==> src/rtl/dotscan_pkg.sv <==
package dotscan_pkg;

    localparam int CELL_COLS = 5;
    localparam int CELL_ROWS = 7;
    localparam int CODE_W    = 7;
    localparam int ROW_W     = $clog2(CELL_ROWS);

    typedef logic [CELL_COLS-1:0] col_bits_t;
    typedef logic [CODE_W-1:0]    char_code_t;
    typedef logic [ROW_W-1:0]     row_idx_t;

    typedef enum logic {
        SRC_GLYPH  = 1'b0,
        SRC_CURSOR = 1'b1
    } cell_src_e;

    // Replaceable font stub: code and row in, five columns out (MSB = leftmost).
    function automatic col_bits_t glyph_row(input char_code_t code, input row_idx_t row);
        col_bits_t bits;
        case (code)
            7'h48:   bits = (row == 3'd3) ? 5'b11111 : 5'b10001;
            7'h49:   bits = (row == 3'd0 || row == 3'd6) ? 5'b01110 : 5'b00100;
            7'h2D:   bits = (row == 3'd3) ? 5'b11111 : 5'b00000;
            default: bits = 5'b00000;
        endcase
        return bits;
    endfunction

endpackage

==> src/rtl/dotscan_timebase.sv <==
module dotscan_timebase
    import dotscan_pkg::*;
#(
    parameter int PRESCALE = 32
) (
    input  logic                 clk,
    input  logic                 rst,
    output row_idx_t             row_idx,
    output logic [CELL_ROWS-1:0] row_sel,
    output logic                 slot_end,
    output logic                 first_half
);
    localparam int PW = (PRESCALE > 2) ? $clog2(PRESCALE) : 1;
    localparam logic [PW-1:0] PRE_LAST = PW'(PRESCALE - 1);
    localparam logic [PW-1:0] PRE_HALF = PW'(PRESCALE / 2);
    localparam row_idx_t ROW_LAST = row_idx_t'(CELL_ROWS - 1);

    logic [PW-1:0] pre_q;
    row_idx_t      row_q;

    assign slot_end   = (pre_q == PRE_LAST);
    assign first_half = (pre_q < PRE_HALF);

    always_ff @(posedge clk) begin
        if (rst) begin
            pre_q <= '0;
            row_q <= '0;
        end else if (slot_end) begin
            pre_q <= '0;
            row_q <= (row_q == ROW_LAST) ? '0 : row_q + 1'b1;
        end else begin
            pre_q <= pre_q + 1'b1;
        end
    end

    assign row_idx = row_q;

    always_comb begin
        row_sel = '0;
        for (int r = 0; r < CELL_ROWS; r++) begin
            if (row_q == row_idx_t'(r)) row_sel[r] = 1'b1;
        end
    end

endmodule

==> src/rtl/dotscan_cell.sv <==
module dotscan_cell
    import dotscan_pkg::*;
(
    input  char_code_t code,
    input  row_idx_t   row,
    input  logic       cursor_bit,
    input  logic       cursor_en,
    input  logic       first_half,
    input  logic       enable,
    output col_bits_t  cols
);
    cell_src_e src;
    col_bits_t raw;

    always_comb begin
        src = (cursor_en && cursor_bit) ? SRC_CURSOR : SRC_GLYPH;
        if (src == SRC_CURSOR) raw = first_half ? '1 : '0;
        else                   raw = glyph_row(code, row);
        cols = enable ? raw : '0;
    end

endmodule

==> src/rtl/dotscan_top.sv <==
module dotscan_top
    import dotscan_pkg::*;
#(
    parameter int NUM_DIGITS = 4,
    parameter int PRESCALE   = 32
) (
    input  logic                            clk,
    input  logic                            rst,
    input  logic [NUM_DIGITS*CODE_W-1:0]    char_codes,
    input  logic [NUM_DIGITS-1:0]           cursor_bits,
    input  logic                            cursor_en,
    input  logic [NUM_DIGITS-1:0]           digit_en,
    output logic [CELL_ROWS-1:0]            row_sel,
    output logic [NUM_DIGITS*CELL_COLS-1:0] col_out
);
    row_idx_t row_idx;
    logic     slot_end;
    logic     first_half;

    dotscan_timebase #(.PRESCALE(PRESCALE)) u_tb (
        .clk        (clk),
        .rst        (rst),
        .row_idx    (row_idx),
        .row_sel    (row_sel),
        .slot_end   (slot_end),
        .first_half (first_half)
    );

    for (genvar d = 0; d < NUM_DIGITS; d++) begin : g_cell
        dotscan_cell u_cell (
            .code       (char_codes[d*CODE_W +: CODE_W]),
            .row        (row_idx),
            .cursor_bit (cursor_bits[d]),
            .cursor_en  (cursor_en),
            .first_half (first_half),
            .enable     (digit_en[d]),
            .cols       (col_out[d*CELL_COLS +: CELL_COLS])
        );
    end

endmodule

==> config.mk <==
export PLATFORM = sky130hd
export DESIGN_NAME = dotscan_top
export DESIGN_NICKNAME = d
export VERILOG_FILES = /design/src/rtl/dotscan_pkg.sv /design/src/rtl/dotscan_timebase.sv /design/src/rtl/dotscan_cell.sv /design/src/rtl/dotscan_top.sv
export SDC_FILE = /design/constraint.sdc
export NUM_CORES = 1
export LEC_CHECK = 0
export BUFFER_PORTS_ARGS = -buffer_cell sky130_fd_sc_hd__buf_4
export CAP_MARGIN = 20
export CORE_ASPECT_RATIO = 1.5
export CORE_MARGIN = 2
export CORE_UTILIZATION = 23
export CTS_CLUSTER_SIZE = 12
export DETAILED_ROUTE_END_ITERATION = 10
export MAX_ROUTING_LAYER = met4
export PLACE_DENSITY = 0.49
export SLEW_MARGIN = 40
export SYNTH_ARGS = -nofsm -noshare
export SYNTH_HDL_FRONTEND = slang
export SYNTH_HIERARCHICAL = 1
export SYNTH_SLANG_ARGS = --single-unit
==> constraint.sdc <==
create_clock -name clk -period 1.8 [get_ports clk]
set_input_delay 0.18 -clock clk [delete_from_list [all_inputs] [get_ports clk]]
set_output_delay 0.18 -clock clk [all_outputs]
set_load 0.02 [all_outputs]
==> impl_metrics.py, run 1 <==
metrics = {
    "grt": {
        "grt_pass1_wl_um": 4750,
        "grt_usage": 0.127,
        "grt_max_degree": 19,
        "grt_pass1_vias": 1109,
        "overflow": 0,
        "antenna_found_initial": 0,
    },
    "detailed_routing": {
        "vias_per_cell": 5.11,
        "drt_wl_total_um": 2880,
        "wl_per_cell_um": 12.6,
        "topRoutingLayerUsed": "met4",
        "via_count": 1164,
        "drtIter0Drc": 36,
        "wl_met1_um": 1130,
        "dr_wl_met3_um": 252,
        "dr.pass1.iters": 4,
        "met2_length_um": 1450,
        "drc": 0,
        "drtAntennaViolNets": 0,
    },
    "layout": {
        "seqCellArea_um2": 166,
        "fin_cells": 228,
        "final_common_cell": "buf_4",
        "final_cell_mix": "buf_4, nand2_1, nor3b_1",
        "multiInputGateArea_um2": 699,
        "syn_to_final_growth_pct": 58.7,
        "fillers": 410,
        "drive_gt1_frac": 0.454,
        "final_nets": 228,
        "diodes": 0,
    },
    "clocking": {
        "cts_tree": "yes",
        "clkLatencyLatePin_ns": 0.22,
        "clk_pin_slew_ns": 0.04,
        "cts_buffers": 3,
        "cts-root-buf": "clkbuf_8",
        "htreeDepth": 1,
        "cts_sinks": 8,
        "clk_path_buf_depth": 2,
        "cts_setup_buffers": 0,
        "postCtsHoldBufs": 0,
    },
    "worst_setup_path": {
        "path_max_fanout": 6,
        "reg2reg_slack_ns": 0.26,
        "crit_type": "reg2out",
        "reg2reg_depth": 5,
        "cp-start-kind": "flip-flop",
        "arrival_ns": 1.56,
        "r2r-start": "u_tb/pre_q[0]$_SDFF_PP0_",
        "endpoint": "col_out[3]",
        "crit_start": "u_tb/row_idx[1]$_SDFFE_PP0N_",
        "required_ns": 1.62,
        "r2r_end": "u_tb/row_idx[2]$_SDFFE_PP0N_",
        "critPathCaptureType": "primary output",
    },
    "sta": {
        "skew_ns": 0.000830,
        "finalMaxSlewViolations": 0,
        "period_share": 0.964,
        "worst_pin_slew_ns": 0.375,
        "fmax_mhz": 576,
        "hold_viol_final": 0,
        "min_period_ns": 1.74,
        "setup_viol": 0,
        "max-slew-margin-rel": 0.747,
    },
    "power_and_ir_drop": {
        "power_density_mw_per_mm2": 392,
        "leakage_nw": 0.682,
        "power_uw": 582,
        "ir_drop_mv": 0.414,
    },
    "worst_hold_path": {
        "worstHoldPathCells": 2,
        "hold_class": "in2reg",
    },
    "die": {
        "fp.dieW_um": 56.1,
        "io-pin-count": 66,
        "rows": 28,
        "initial_utilization": 0.239,
        "die_y_um": 82.1,
        "core_area_mm2": 0.00392,
        "die_area_mm2": 0.00461,
    },
    "synthesis": {
        "synth_seq_area_share": 0.171,
        "synth.net_count": 166,
        "synth_top_area_frac": 0.171,
        "synth_area_um2": 936,
        "synthTopCellsByArea": "dfxtp_1, nor3b_1, nor3b_2",
        "postSynthAreaPerCell_um2": 7.61,
        "synth.distinct_cells": 29,
        "yosysTopAreaCell": "dfxtp_1",
        "syn_inst": 123,
        "synth-seq-cells": 8,
        "ys_warn_count": 6,
    },
    "job": {
        "drv_cap": 0,
    },
    "placement": {
        "place.gp.congestion": 0.847,
        "dp_cells": 225,
        "dp_hpwl_um": 2370,
        "portBuffers": 65,
    },
    "outcome": {
        "status": "completed",
    },
}
## what timing repair did
action                     in CTS  in global routing
setup endpoints to repair       3                 16
cloned                          0                  0
resized for setup               1                  6
pin swaps                       0                  1
## sequential cells by signal (all words and copies together) (netlist names)
signal / count
u_tb/pre_q: 5
u_tb/row_idx: 3
## Yosys cell counts, drive strengths merged
| master | number |
|---|---|
| a32oi | 4 |
| nand4b | 4 |
| nor2 | 8 |
| or3b | 1 |
| or4b | 4 |
| and3 | 1 |
| nand3b | 2 |
| a21boi | 4 |
| nor3b | 14 |
| nand2 | 14 |
| and2 | 1 |
| o31ai | 4 |
| xor2 | 5 |
| buf | 11 |
| dfxtp | 8 |
| nand3 | 5 |
| or3 | 4 |
| xnor2 | 1 |
| nor3 | 5 |
| inv | 2 |
| o21ai | 5 |
| nand2b | 1 |
| a21oi | 10 |
| ha | 4 |
| o32ai | 1 |
## through the flow
stage          worst slack, ns  hold WS (ns)   TNS, ns  area (um^2)   util
6_report                0.0642         0.179         0         1490  0.379
2_1_floorplan           0.0880         0.363         0          937      -
3_5_place_dp             0.142         0.420         0         1420  0.363
4_1_cts                 0.0323         0.181         0         1470  0.374
5_1_grt               -0.00132         0.193  -0.00246         1490  0.379
3_3_place_gp             0.170         0.417         0         1420  0.363
## layer usage
metal / vias up / global-route usage
met3: 6 / 0.0312
met5: - / -
met1: 539 / 0.142
li1: 570 / -
met2: 49 / 0.218
met4: 0 / 0.0524
## worst max-delay path: stages, from the launching register on
cell and delay, ns:
dfxtp_2 0.33, buf_4 0.16, xor2_1 0.13, or3_1 0.31, a21oi_1 0.22, buf_4 0.18
## cell type report
cell class / instances / area share
Clock buffer: 3 / 0.0278
Inverter: 2 / 0.00505
Multi-Input combinational cell: 102 / 0.471
Sequential cell: 8 / 0.112
Tap cell: 45 / 0.0379
Timing Repair Buffer: 68 / 0.346
## power breakdown
group	internal (mW)	leakage [nW]	switching [mW]	total [mW]
registers	0.182	0.0669	0.00383	0.186
logic	0.102	0.594	0.0839	0.185
clock network	0.144	0.0216	0.0655	0.210
## worst min-delay path by stage
| stage | start | end | slack (ns) |
|---|---|---|---|
| 6_report | rst | u_tb/row_idx[1]$_SDFFE_PP0N_ | 0.18 |
| 4_1_cts | rst | u_tb/row_idx[0]$_SDFFE_PP0N_ | 0.18 |
| 2_1_floorplan | rst | u_tb/row_idx[0]$_SDFFE_PP0N_ | 0.36 |
| 5_1_grt | rst | u_tb/row_idx[1]$_SDFFE_PP0N_ | 0.19 |
| 3_3_place_gp | rst | u_tb/row_idx[1]$_SDFFE_PP0N_ | 0.42 |
| 3_5_place_dp | rst | u_tb/row_idx[0]$_SDFFE_PP0N_ | 0.42 |
## logic make-up (layout without fill, tap and decap cells)
kind of cell             after synthesis  after routing  share of synthesized area
adder cells (fa/ha/maj)                4              4                     0.0535
buffers and inverters                 13             73                     0.0949
flip-flops                             8              8                      0.171
XOR/XNOR                               6              6                     0.0561
AO/OA/AOI/OAI                         28             28                      0.191
AND/OR/NAND/NOR                       64             64                      0.433
Power figures use the tool's default switching activity.
==> run 2: changes to the inputs <==
--- a/config.mk
+++ b/config.mk
@@ -5,7 +5,7 @@
 export SDC_FILE = /design/constraint.sdc
 export NUM_CORES = 1
 export LEC_CHECK = 0
-export BUFFER_PORTS_ARGS = -buffer_cell sky130_fd_sc_hd__buf_4
+export BUFFER_PORTS_ARGS = -buffer_cell sky130_fd_sc_hd__buf_2
 export CAP_MARGIN = 20
 export CORE_ASPECT_RATIO = 1.5
 export CORE_MARGIN = 2
==> impl_metrics.py, run 2 (same netlist as run 1, synthesis figures left out) <==
metrics = {
    "outcome": {
        "status": "completed",
    },
    "clocking": {
        "clk_path_buf_depth": 2,
        "clk_pin_slew_ns": 0.04,
        "cts-root-buf": "clkbuf_8",
        "clkLatencyLatePin_ns": 0.23,
        "htreeDepth": 1,
        "cts_buffers": 3,
        "cts_tree": "yes",
        "cts_sinks": 8,
    },
    "worst_setup_path": {
        "path_max_fanout": 18,
        "reg2reg_slack_ns": 0.35,
        "cp-start-kind": "flip-flop",
        "required_ns": 1.62,
        "reg2reg_depth": 5,
        "arrival_ns": 1.50,
        "r2r_end": "u_tb/row_idx[2]$_SDFFE_PP0N_",
        "critPathCaptureType": "primary output",
        "r2r-start": "u_tb/pre_q[0]$_SDFF_PP0_",
        "crit_type": "reg2out",
    },
    "layout": {
        "final_common_cell": "buf_2",
        "regMostFlops": "u_tb/pre_q",
        "final_nets": 228,
        "multiInputGateArea_um2": 687,
        "seqCellArea_um2": 169,
        "fillers": 446,
        "syn_to_final_growth_pct": 39.8,
        "postLayoutCoreUtil": 0.334,
        "diodes": 0,
        "largest_register_ffs": 5,
        "final_cell_mix": "buf_2, nand2_1, a21oi_1",
        "drive_gt1_frac": 0.437,
    },
    "detailed_routing": {
        "drt_wl_total_um": 2750,
        "wl_per_cell_um": 12.1,
        "drc": 0,
        "dr.pass1.iters": 3,
        "drtAntennaViolNets": 0,
        "drtIter0Drc": 23,
        "vias_per_cell": 4.91,
        "via_count": 1120,
    },
    "placement": {
        "portBuffers": 65,
        "dp_hpwl_um": 2310,
        "place.gp.congestion": 0.799,
        "post-place-ws_ns": 0.190,
    },
    "sta": {
        "setup_viol": 0,
        "rsz0062_at_grt": "yes",
        "worst_pin_slew_ns": 0.383,
        "setup_ws_ns": 0.120,
        "fmax_mhz": 595,
        "skew_ns": 0.00312,
        "hold_viol_final": 0,
        "fin_setup_tns_ns": 0,
        "period_share": 0.933,
        "max-slew-margin-rel": 0.742,
        "finalMaxSlewViolations": 0,
        "min_period_ns": 1.68,
    },
    "power_and_ir_drop": {
        "power_uw": 546,
        "power_density_mw_per_mm2": 417,
        "leakage_nw": 0.644,
        "ir_drop_mv": 0.566,
    },
    "die": {
        "core_area_mm2": 0.00392,
        "die_area_mm2": 0.00461,
        "io-pin-count": 66,
        "fp.dieW_um": 56.1,
        "initial_utilization": 0.239,
        "rows": 28,
        "die_y_um": 82.1,
    },
    "grt": {
        "grt_usage": 0.120,
        "grt_max_degree": 19,
        "grt_pass1_wl_um": 4500,
        "antenna_found_initial": 0,
        "overflow": 0,
        "grt_pass1_vias": 1101,
    },
    "worst_hold_path": {
        "worstHoldPathCells": 2,
        "hold_end": "u_tb/row_idx[0]$_SDFFE_PP0N_",
        "worstHoldStart": "rst",
        "hold_class": "in2reg",
    },
    "job": {
        "drv_cap": 0,
    },
}
==> run 2: what timing repair did <==
item | 4_1_cts | 5_1_grt
setup endpoints to repair | 2 | 16
resized for setup | 1 | 3
hold buffers | 0 | 0
setup buffers | 0 | 0
==> run 2: routing by layer <==
metal  wire length [um]  GRT usage
met1               1050      0.120
met2               1470      0.242
met3                234     0.0280
met4                  0     0.0143
met5                  0          -
==> run 2: stage by stage <==
step	instances	hold slack, ns	instance area (um^2)
finish	228	0.219	1310
detailed placement	225	0.455	1260
global route	228	0.245	1310
floorplan	123	0.363	937
CTS	228	0.231	1300
global placement	225	0.458	1260
==> run 2: final cells by class <==
| type | count | share of cell area |
|---|---|---|
| tap | 45 | 0.0430 |
| multi-input combinational | 102 | 0.525 |
| inverter | 2 | 0.00574 |
| timing repair buffer | 68 | 0.266 |
| clock buffer | 3 | 0.0315 |
| sequential | 8 | 0.129 |
==> run 2: worst max-delay path, stage by stage, from the launching register on <==
cell and delay, ns:
dfxtp_4 0.41, xor2_1 0.17, or3_1 0.30, a21oi_1 0.20
buf_2 0.20
==> run 2: power breakdown <==
part / switching (mW) / internal, mW
sequential: 0.00354 / 0.181
clock: 0.0687 / 0.145
combinational: 0.0804 / 0.0676
total: 0.153 / 0.393
==> run 2: worst max path at each step <==
| stage | startpoint | endpoint | cells after the start |
|---|---|---|---|
| after floorplan | char_codes[14] | col_out[13] | 5 |
| after global placement | char_codes[8] | col_out[8] | 6 |
| after detailed placement | char_codes[14] | col_out[11] | 6 |
| after CTS | u_tb/row_idx[2]$_SDFFE_PP0N_ | col_out[16] | 4 |
| after global routing | u_tb/row_idx[0]$_SDFFE_PP0N_ | col_out[19] | 5 |
| final | u_tb/row_idx[2]$_SDFFE_PP0N_ | col_out[1] | 4 |
==> run 3: changes to the inputs <==
--- a/config.mk
+++ b/config.mk
@@ -9,11 +9,11 @@
 export CAP_MARGIN = 20
 export CORE_ASPECT_RATIO = 1.5
 export CORE_MARGIN = 2
-export CORE_UTILIZATION = 23
+export CORE_UTILIZATION = 41
 export CTS_CLUSTER_SIZE = 12
 export DETAILED_ROUTE_END_ITERATION = 10
 export MAX_ROUTING_LAYER = met4
-export PLACE_DENSITY = 0.49
+export PLACE_DENSITY = 0.79
 export SLEW_MARGIN = 40
 export SYNTH_ARGS = -nofsm -noshare
 export SYNTH_HDL_FRONTEND = slang
==> constraint.sdc (replaced) <==
create_clock -name clk -period 1.8 [get_ports clk]
set_input_delay 0.18 -clock clk [delete_from_list [all_inputs] [get_ports clk]]
set_output_delay 0.18 -clock clk [all_outputs]
set_load 0.01 [all_outputs]
==> impl_metrics.py, run 3 (same netlist as run 1, synthesis figures left out) <==
metrics = {
    "sta": {
        "fmax_mhz": 566,
        "setup_ws_ns": 0.0330,
        "min_period_ns": 1.77,
        "max-slew-margin-rel": 0.696,
        "setup_viol": 0,
        "hold_viol_final": 0,
        "skew_ns": 0.00301,
        "fin_setup_tns_ns": 0,
        "worst_pin_slew_ns": 0.451,
        "finalMaxSlewViolations": 0,
        "period_share": 0.982,
    },
    "detailed_routing": {
        "drt_wl_total_um": 2740,
        "vias_per_cell": 5.69,
        "drc": 0,
        "wl_per_cell_um": 13.2,
        "via_count": 1177,
        "dr.pass1.iters": 4,
        "drtIter0Drc": 31,
        "drtAntennaViolNets": 0,
    },
    "worst_setup_path": {
        "slowest_delay_ns": 0.34,
        "crit_chain": "buf_4 > xor2_1 > or3_1 > a21oi_2 > buf_2",
        "cp-start-kind": "flip-flop",
        "path_buf_inv": 2,
        "required_ns": 1.62,
        "arrival_ns": 1.59,
        "crit_path_top_delay_cell": "dfxtp_1",
        "critical-path-top-delay-family": "flip-flops",
        "path_max_fanout": 9,
        "crit_type": "reg2out",
        "critPathCaptureType": "primary output",
    },
    "clocking": {
        "clkLatencyLatePin_ns": 0.25,
        "postCtsHoldBufs": 0,
        "cts_setup_buffers": 0,
        "cts_buffers": 3,
        "htreeDepth": 1,
        "cts_sinks": 8,
        "cts_tree": "yes",
        "clk_pin_slew_ns": 0.05,
        "cts-root-buf": "clkbuf_4",
        "clk_path_buf_depth": 2,
    },
    "grt": {
        "grt_pass1_vias": 1149,
        "overflow": 0,
        "grt_pass1_wl_um": 4350,
        "antenna_found_initial": 0,
        "grt_usage": 0.201,
        "grt_max_degree": 20,
    },
    "power_and_ir_drop": {
        "p_int_uw": 326,
        "net-switching-power_uw": 131,
        "ir_drop_mv": 0.292,
        "power_frac_seq": 0.406,
        "leakage_nw": 0.641,
        "power_uw": 457,
        "power_density_mw_per_mm2": 357,
        "swShare": 0.286,
        "clkPwrFrac": 0.291,
        "p_comb_frac": 0.304,
    },
    "placement": {
        "post-place-ws_ns": 0.184,
        "place.gp.congestion": 0.911,
        "dp_hpwl_um": 2130,
        "portBuffers": 65,
    },
    "layout": {
        "diodes": 0,
        "syn_to_final_growth_pct": 36.8,
        "postLayoutCoreUtil": 0.580,
        "final_common_cell": "buf_2",
        "final_cell_mix": "buf_2, nand2_1, nor3b_1",
        "final_nets": 229,
        "drive_gt1_frac": 0.451,
        "regMostFlops": "u_tb/pre_q",
        "largest_register_ffs": 5,
    },
    "die": {
        "fp.dieW_um": 43.0,
        "io-pin-count": 66,
        "initial_utilization": 0.424,
        "die_y_um": 62.5,
        "die_area_mm2": 0.00269,
        "core_area_mm2": 0.00221,
        "rows": 21,
    },
    "worst_hold_path": {
        "hold_class": "in2reg",
    },
    "job": {
        "drv_cap": 0,
    },
    "outcome": {
        "status": "completed",
    },
}
run 3: changes by cell type in the layout (fill, tap and decap cells not counted):
| cell | change |
|---|---|
| a21oi_1 | -4 |
| a21oi_2 | +4 |
| clkbuf_4 | +3 |
| clkbuf_8 | -3 |
| dfxtp_1 | +2 |
| buf_4 | +1 |
| dfxtp_2 | -1 |
| dfxtp_4 | -1 |
run 3: worst paths after layout:
path                                                    from                      endpoint  slack, ns  cells after the start
worst max-delay path            u_tb/row_idx[2]$_SDFFE_PP0N_                    col_out[3]       0.03                      5
worst max register to register      u_tb/pre_q[0]$_SDFF_PP0_  u_tb/row_idx[2]$_SDFFE_PP0N_       0.21                      5
worst min-delay path                                     rst  u_tb/row_idx[0]$_SDFFE_PP0N_       0.21                      2
worst min register to register      u_tb/pre_q[0]$_SDFF_PP0_      u_tb/pre_q[0]$_SDFF_PP0_       0.46                      1
run 3: repair_timing:
action,in CTS,in global routing
endpoints found under the hold margin,0,0
setup endpoints to repair,14,16
pin swaps,0,2
resized for setup,1,5
gates cloned,0,0
run 3: per-layer routing:
layer | share of wire | GRT usage | vias to the layer above
met5 | 0 | - | -
met2 | 0.56 | 0.394 | 54
met4 | 0.0099 | 0.0606 | 0
met3 | 0.084 | 0.0260 | 4
met1 | 0.35 | 0.194 | 542
li1 | - | - | 577
run 3: through the flow:
step	area, um^2	hold slack, ns	cells
floorplan	936	0.363	123
global placement	1240	0.444	204
detailed placement	1240	0.465	204
CTS	1260	0.192	207
global route	1280	0.204	207
finish	1280	0.205	207
run 3: area by class of cell:
| type | instances | area, um^2 |
|---|---|---|
| tap | 23 | 28.8 |
| timing repair buffer | 69 | 355 |
| inverter | 2 | 7.51 |
| clock buffer | 3 | 22.5 |
| fill | 215 | 927 |
| sequential | 8 | 164 |
| multi-input combinational | 102 | 702 |
run 3: power groups by stage:
stage / clock network (mW) / logic [mW] / registers [mW]
after floorplan: 0 / 0.0702 / 0.190
after global placement: 0 / 0.128 / 0.190
after detailed placement: 0 / 0.134 / 0.191
final: 0.133 / 0.139 / 0.185
after CTS: 0.141 / 0.134 / 0.187
after global routing: 0.154 / 0.154 / 0.186
